$ cat src/rtl/srp_pkg.sv
package srp_pkg;
    typedef enum logic [1:0] {
        ST_IDLE   = 2'd0,
        ST_LOADED = 2'd1,
        ST_SHIFT  = 2'd2
    } port_state_t;

    localparam logic [1:0] SEL_CLK  = 2'b00;
    localparam logic [1:0] SEL_UCFG = 2'b01;
    localparam logic [1:0] SEL_TX   = 2'b10;
    localparam logic [1:0] SEL_EXT  = 2'b11;
    localparam logic [1:0] SEL_RX   = 2'b00;
    localparam logic [1:0] SEL_STAT = 2'b01;
endpackage

$ cat src/rtl/srp_sync.sv
module srp_sync #(
    parameter int W      = 3,
    parameter int STAGES = 2
) (
    input  logic         clk,
    input  logic         rst_n,
    input  logic [W-1:0] async_i,
    input  logic [W-1:0] rst_val,
    output logic [W-1:0] sync_o
);
    logic [W-1:0] stage_q [STAGES];

    genvar g;
    generate
        for (g = 0; g < STAGES; g++) begin : g_stage
            always_ff @(posedge clk or negedge rst_n) begin
                if (!rst_n)
                    stage_q[g] <= rst_val;
                else if (g == 0)
                    stage_q[g] <= async_i;
                else
                    stage_q[g] <= stage_q[(g == 0) ? 0 : g-1];
            end
        end
    endgenerate

    assign sync_o = stage_q[STAGES-1];
endmodule

$ cat src/rtl/srp_shifter.sv
module srp_shifter #(
    parameter int DW = 8
) (
    input  logic          clk,
    input  logic          rst_n,
    input  logic          load,
    input  logic [DW-1:0] load_val,
    input  logic          shift_in,
    input  logic          in_bit,
    input  logic          shift_out,
    output logic [DW-1:0] word_o,
    output logic          lsb_o
);
    logic [DW-1:0] sr_q;

    always_ff @(posedge clk or negedge rst_n) begin
        if (!rst_n)
            sr_q <= '0;
        else if (load)
            sr_q <= load_val;
        else if (shift_in)
            sr_q <= {in_bit, sr_q[DW-1:1]};
        else if (shift_out)
            sr_q <= {1'b0, sr_q[DW-1:1]};
    end

    assign word_o = sr_q;
    assign lsb_o  = sr_q[0];


    shifter_hold_chk: assert property (@(posedge clk) disable iff (!rst_n)
        (!load && !shift_in && !shift_out) |=> $stable(sr_q))
        else $error("shifter changed without a command");
endmodule

$ cat src/rtl/srp_regbank.sv
module srp_regbank
    import srp_pkg::*;
#(
    parameter int          DW          = 8,
    parameter int          EXT_W       = 6,
    parameter logic [DW-1:0] CLK_CFG_RST = '0
) (
    input  logic          clk,
    input  logic          rst_n,
    input  logic          commit,
    input  logic [1:0]    sel,
    input  logic [DW-1:0] wdata,
    input  logic [DW-1:0] rx_data,
    input  logic [DW-1:0] status,
    output logic [DW-1:0] rdata,
    output logic [DW-1:0] clk_cfg,
    output logic [DW-1:0] uart_cfg,
    output logic [DW-1:0] tx_data,
    output logic [EXT_W-1:0] ext_pins
);
    logic [EXT_W-1:0] ext_q;

    always_ff @(posedge clk or negedge rst_n) begin
        if (!rst_n) begin
            clk_cfg  <= CLK_CFG_RST;
            uart_cfg <= '0;
            tx_data  <= '0;
            ext_q    <= '0;
        end else if (commit) begin
            unique case (sel)
                SEL_CLK:  clk_cfg  <= wdata;
                SEL_UCFG: uart_cfg <= wdata;
                SEL_TX:   tx_data  <= wdata;
                SEL_EXT:  ext_q    <= wdata[EXT_W-1:0];
            endcase
        end
    end

    assign ext_pins = ~ext_q;

    always_comb begin
        unique case (sel)
            SEL_RX:   rdata = rx_data;
            SEL_STAT: rdata = status;
            default:  rdata = '0;
        endcase
    end


    cfg_hold_chk: assert property (@(posedge clk) disable iff (!rst_n)
        !commit |=> ($stable(clk_cfg) && $stable(uart_cfg) && $stable(tx_data) && $stable(ext_pins)))
        else $error("register changed without commit");
endmodule

$ cat src/rtl/srp_ctrl.sv
module srp_ctrl
    import srp_pkg::*;
(
    input  logic       clk,
    input  logic       rst_n,
    input  logic       en_rise,
    input  logic       en_fall,
    input  logic       st_rise,
    input  logic       rd,
    input  logic [1:0] sel,
    output logic       load,
    output logic       shift_in,
    output logic       shift_out,
    output logic       commit,
    output logic       drive,
    output logic       status_clr,
    output logic       tx_kick
);
    port_state_t state_q, state_d;
    logic        tx_pend_q;

    always_ff @(posedge clk or negedge rst_n) begin
        if (!rst_n) begin
            state_q   <= ST_IDLE;
            tx_pend_q <= 1'b0;
        end else begin
            state_q <= state_d;
            if (commit && sel == SEL_TX)
                tx_pend_q <= 1'b1;
            else if (tx_kick)
                tx_pend_q <= 1'b0;
        end
    end

    always_comb begin
        state_d   = state_q;
        load      = 1'b0;
        shift_in  = 1'b0;
        shift_out = 1'b0;
        commit    = 1'b0;
        drive     = 1'b0;
        unique case (state_q)
            ST_IDLE: begin
                if (rd && en_rise) begin
                    load    = 1'b1;
                    state_d = ST_LOADED;
                end
                if (!rd && en_fall)
                    commit = 1'b1;
                if (!rd && st_rise)
                    shift_in = 1'b1;
            end
            ST_LOADED: begin
                if (!rd)
                    state_d = ST_IDLE;
                else if (en_rise)
                    state_d = ST_SHIFT;
            end
            ST_SHIFT: begin
                drive = 1'b1;
                if (!rd)
                    state_d = ST_IDLE;
                else if (en_rise) begin
                    load    = 1'b1;
                    state_d = ST_LOADED;
                end else if (st_rise)
                    shift_out = 1'b1;
            end
            default: state_d = ST_IDLE;
        endcase
        status_clr = load && sel == SEL_STAT;
        tx_kick    = tx_pend_q && en_rise && !rd;
    end


    release_chk: assert property (@(posedge clk) disable iff (!rst_n)
        !rd |=> !drive)
        else $error("data driven in write mode");

    drive_start_chk: assert property (@(posedge clk) disable iff (!rst_n)
        $rose(drive) |-> $past(en_rise))
        else $error("drive began without mode pulse");

    clr_pulse_chk: assert property (@(posedge clk) disable iff (!rst_n)
        status_clr |=> !status_clr)
        else $error("status clear longer than one cycle");

    kick_pulse_chk: assert property (@(posedge clk) disable iff (!rst_n)
        tx_kick |=> !tx_kick)
        else $error("transmit start longer than one cycle");
endmodule

$ cat src/rtl/serial_reg_port.sv
module serial_reg_port #(
    parameter int         DW          = 8,
    parameter int         EXT_W       = 6,
    parameter int         SYNC_STAGES = 2,
    parameter logic [7:0] CLK_CFG_RST = 8'h00
) (
    input  logic             clk,
    input  logic             rst_n,
    input  logic             strobe_i,
    input  logic             enable_i,
    input  logic [1:0]       sel_i,
    input  logic             rd_i,
    input  logic             data_i,
    output logic             data_o,
    output logic             data_oe,
    output logic [DW-1:0]    clk_cfg_o,
    output logic [DW-1:0]    uart_cfg_o,
    output logic [DW-1:0]    tx_data_o,
    output logic             tx_start_o,
    output logic [EXT_W-1:0] ext_pins_o,
    input  logic [DW-1:0]    rx_data_i,
    input  logic [DW-1:0]    status_i,
    output logic             status_clr_o
);
    localparam int NSYNC = 3;

    logic [NSYNC-1:0] sync_s;
    logic [1:0]       prev_q;
    logic             st_s, en_s, dat_s;
    logic             st_rise, en_rise, en_fall;
    logic             load, shift_in, shift_out, commit;
    logic [DW-1:0]    sr_word, rdata;

    srp_sync #(.W(NSYNC), .STAGES(SYNC_STAGES)) u_sync (
        .clk     (clk),
        .rst_n   (rst_n),
        .async_i ({data_i, enable_i, strobe_i}),
        .rst_val ({1'b1, 1'b1, 1'b1}),
        .sync_o  (sync_s)
    );

    assign st_s  = sync_s[0];
    assign en_s  = sync_s[1];
    assign dat_s = sync_s[2];

    always_ff @(posedge clk or negedge rst_n) begin
        if (!rst_n)
            prev_q <= 2'b11;
        else
            prev_q <= {en_s, st_s};
    end

    assign st_rise = st_s & ~prev_q[0];
    assign en_rise = en_s & ~prev_q[1];
    assign en_fall = ~en_s & prev_q[1];

    srp_ctrl u_ctrl (
        .clk        (clk),
        .rst_n      (rst_n),
        .en_rise    (en_rise),
        .en_fall    (en_fall),
        .st_rise    (st_rise),
        .rd         (rd_i),
        .sel        (sel_i),
        .load       (load),
        .shift_in   (shift_in),
        .shift_out  (shift_out),
        .commit     (commit),
        .drive      (data_oe),
        .status_clr (status_clr_o),
        .tx_kick    (tx_start_o)
    );

    srp_shifter #(.DW(DW)) u_shift (
        .clk       (clk),
        .rst_n     (rst_n),
        .load      (load),
        .load_val  (rdata),
        .shift_in  (shift_in),
        .in_bit    (dat_s),
        .shift_out (shift_out),
        .word_o    (sr_word),
        .lsb_o     (data_o)
    );

    srp_regbank #(.DW(DW), .EXT_W(EXT_W), .CLK_CFG_RST(CLK_CFG_RST)) u_bank (
        .clk      (clk),
        .rst_n    (rst_n),
        .commit   (commit),
        .sel      (sel_i),
        .wdata    (sr_word),
        .rx_data  (rx_data_i),
        .status   (status_i),
        .rdata    (rdata),
        .clk_cfg  (clk_cfg_o),
        .uart_cfg (uart_cfg_o),
        .tx_data  (tx_data_o),
        .ext_pins (ext_pins_o)
    );


    ext_reset_chk: assert property (@(posedge clk) disable iff (!rst_n)
        $rose(rst_n) |-> (ext_pins_o == '1))
        else $error("extension pins not high after reset");

    load_release_chk: assert property (@(posedge clk) disable iff (!rst_n)
        (data_oe && en_rise && rd_i) |=> !data_oe)
        else $error("data still driven after new load pulse");
endmodule

$ cat config.mk
export PLATFORM = sky130hd
export DESIGN_NAME = serial_reg_port
export DESIGN_NICKNAME = d
export VERILOG_FILES = /design/src/rtl/srp_pkg.sv /design/src/rtl/srp_sync.sv /design/src/rtl/srp_shifter.sv /design/src/rtl/srp_regbank.sv /design/src/rtl/srp_ctrl.sv /design/src/rtl/serial_reg_port.sv
export SDC_FILE = /design/constraint.sdc
export NUM_CORES = 1
export LEC_CHECK = 0
export BUFFER_PORTS_ARGS = -buffer_cell sky130_fd_sc_hd__clkbuf_2
export CAP_MARGIN = 20
export CELL_PAD_IN_SITES_DETAIL_PLACEMENT = 0
export CELL_PAD_IN_SITES_GLOBAL_PLACEMENT = 1
export CORE_UTILIZATION = 41
export CTS_BUF_LIST = sky130_fd_sc_hd__clkbuf_8 sky130_fd_sc_hd__clkbuf_16
export CTS_CLUSTER_SIZE = 10
export DETAILED_ROUTE_END_ITERATION = 8
export GPL_ROUTABILITY_DRIVEN = 0
export PLACE_DENSITY_LB_ADDON = 0.1
export SYNTH_ARGS = -nofsm -noshare
export SYNTH_HDL_FRONTEND = slang
export SYNTH_SLANG_ARGS = --single-unit
export TNS_END_PERCENT = 100
$ cat constraint.sdc
create_clock -name clk -period 1.9 [get_ports clk]
set_clock_uncertainty 0.05 [all_clocks]
set_input_delay 0.095 -clock clk [delete_from_list [all_inputs] [get_ports clk]]
set_output_delay 0.095 -clock clk [all_outputs]
set_load 0.02 [all_outputs]
==> metrics.yaml <==
cts:
  cts_tree: "done"
  clkSinkCount: 49
  postCtsSetupBuffers: 0
  cts_buffer_depth: 2
  root_buffer: "clkbuf_8"
  cts.repair.resized: 0
  hold_buffers: 4
  path_clk_slew_ps: 80
  cts_buffers: 5
  htreeDepth: 2
  insertion_delay_ps: 290
timing:
  fin_crit_sh_pct: 93.9
  relSlewSlack_pct: 59.7
  slew_violations: 0
  fin_setup_tns_ps: 0
  setup_viol: 0
  rsz0062_at_grt: "no"
  tightest_slew_ps: 604
  fin_crit_ps: 1780
  hold_violations: 0
  max_freq_mhz: 561
yosys:
  yosysWarnings: 0
  async_flop_share_pct: 100
  synth_nets: 170
  ys_ff_latch: 49
  synth_area_per_cell_sq_um: 14.0
  synthCells: 146
  synth_ff_type: "dfrtp_1"
  syn-cell-area_sq_um: 2050
  synth_edf_count: 0
  ys_seq_area_share_pct: 60.4
  synth_cell_types: 29
hold_path:
  hold_class: "input pin to flip-flop"
  hold-path-cell-count: 2
  min_to: "u_shift.word_o[7]"
  hp-start: "sel_i[1]"
power:
  power_density_nw_per_um2: 1300
  peakVddDrop_uv: 578
  p_leak_nw: 1.24
cells_and_area:
  syn_to_final_growth_pct: 26.9
  multi_input_area_sq_um: 764
  final_layout_size_suffix_gt1_share_pct: 56.3
  mostFrequentLayoutCells: "57 x clkbuf_2, 41 x dfrtp_1, 36 x mux2_2, 11 x buf_4"
  register_area_sq_um: 1240
  diodes: 0
  final_nets: 245
  post-route-util_pct: 54.6
  final_common_cell: "clkbuf_2"
  fillers: 453
worst_setup_path:
  r2r-start: "prev_q[1]"
  arrival_ps: 1920
  worstReg2RegEnd: "u_bank.clk_cfg[1]"
  worst-setup-path-type: "flip-flop to flip-flop"
  cp-start-kind: "flip-flop"
  ff2ff_path_depth: 5
  critPathRequiredTime_ps: 2030
  crit_fanout: 8
  reg2reg_slack_ps: 120
  endpoint_kind: "flip-flop"
global_route:
  grt_first_pass_wirelength_mm: 6.91
  grt-ovfl-total: 0
  grt_max_degree: 50
  grt_pass1_vias: 1486
  grt.total_usage_pct: 17.8
  antenna_found_initial: 0
floorplanning:
  dieArea_sq_um: 5280
  pin_count: 58
  die_h_um: 72.7
  core-area_sq_um: 4750
  start_util_pct: 43.1
  row_count: 25
  die-width_um: 72.7
job:
  maxCapViolations: 0
detailed_routing:
  vias: 1420
  wl_mm: 4.21
  firstDrtPassIters: 4
  drt-vias-per-instance: 4.91
  drc_errors: 0
  detail_route.wl_per_cell_um: 14.6
  postRouteAntennaNets: 0
  drt_iter0_markers: 58
outcome:
  status: "complete, no violations"
place:
  io_buffers: 57
  dp_hpwl_mm: 3.11
-- through the flow --
| step | area [sq um] | setup slack (ps) | cells | hold slack, ps | total power [mW] |
|---|---|---|---|---|---|
| after floorplan | 2050 | 238 | 146 | -251 | 2.37 |
| after global placement | 2470 | 177 | 277 | 133 | 2.81 |
| after detailed placement | 2470 | 134 | 277 | 136 | 2.85 |
| after CTS | 2600 | 123 | 289 | 65.3 | 3.43 |
| after global routing | 2600 | 55.6 | 289 | 105 | 3.59 |
| final | 2600 | 116 | 289 | 73.5 | 3.38 |
-- cells by family (layout without fill, tap and decap cells) --
group                  count (synthesis)  in the layout  share of synthesized area (%)
DFF                                   49             49                           60.4
AOI/OAI and AO/OA                     18             18                           6.79
buffers and inverters                 10             86                           2.26
muxes                                 39             39                           21.3
and+or+nand+nor                       30             30                           9.23
-- critical path, cell delays in order (launching register included) --
cell	delay [ps]
dfstp_2	540
nor2b_1	190
and3b_1	200
nor2b_1	140
buf_4	200
mux2_2	350
-- flip-flops by register name (all words and copies together), names as in the netlist --
register          cells
prev_q                2
u_bank.clk_cfg        8
u_bank.ext_q          6
u_bank.tx_data        8
u_bank.uart_cfg       8
u_ctrl.state_q        2
u_ctrl.tx_pend_q      1
u_shift.word_o        8
u_sync.stage_q        3
u_sync.sync_o         3
-- worst max path at each step --
stage,startpoint,to,slack [ps],cells after the start
5_1_grt,prev_q[1],u_bank.clk_cfg[2],60,5
6_report,prev_q[1],u_bank.clk_cfg[1],120,5
3_3_place_gp,prev_q[1],u_bank.clk_cfg[5],180,5
3_5_place_dp,prev_q[1],u_bank.clk_cfg[6],130,5
4_1_cts,prev_q[1],u_bank.clk_cfg[1],120,5
2_1_floorplan,prev_q[1],u_bank.clk_cfg[1],240,5
-- report_power, final --
group / total, mW / switching, mW / internal (mW)
Sequential: 1.64 / 0.240 / 1.40
Clock: 0.566 / 0.316 / 0.250
Combinational: 1.17 / 0.666 / 0.509
-- metal layers --
| metal | GRT usage, % | routed length, um | vias up |
|---|---|---|---|
| li1 | - | - | 673 |
| met1 | 22.6 | 1850 | 693 |
| met2 | 29.3 | 2090 | 48 |
| met3 | 4.83 | 219 | 6 |
| met4 | 6.32 | 51 | 0 |
| met5 | 0 | 0 | - |
-- area by class of cell --
class	instances	share of cell area, %
multi-input combinational	87	29.4
inverter	6	0.867
timing repair buffer	72	15.7
tap	67	3.23
clock buffer	5	2.65
clock inverter	3	0.530
sequential	49	47.6
-- cells in the mapped netlist (all sizes together) (3+ instances only) --
library cell  number  area share (%)
a22oi              7             2.6
dfstp              8              10
mux2              37              20
nor2b              3            0.92
inv                6             1.1
nor2               8             1.5
dfrtp             41              50
buf                3            0.98
a21oi              7             2.3
nand2              3            0.55
nand4b             3             1.3
and2               3            0.92
nand2b             3            0.92
Power figures use the tool's default switching activity.
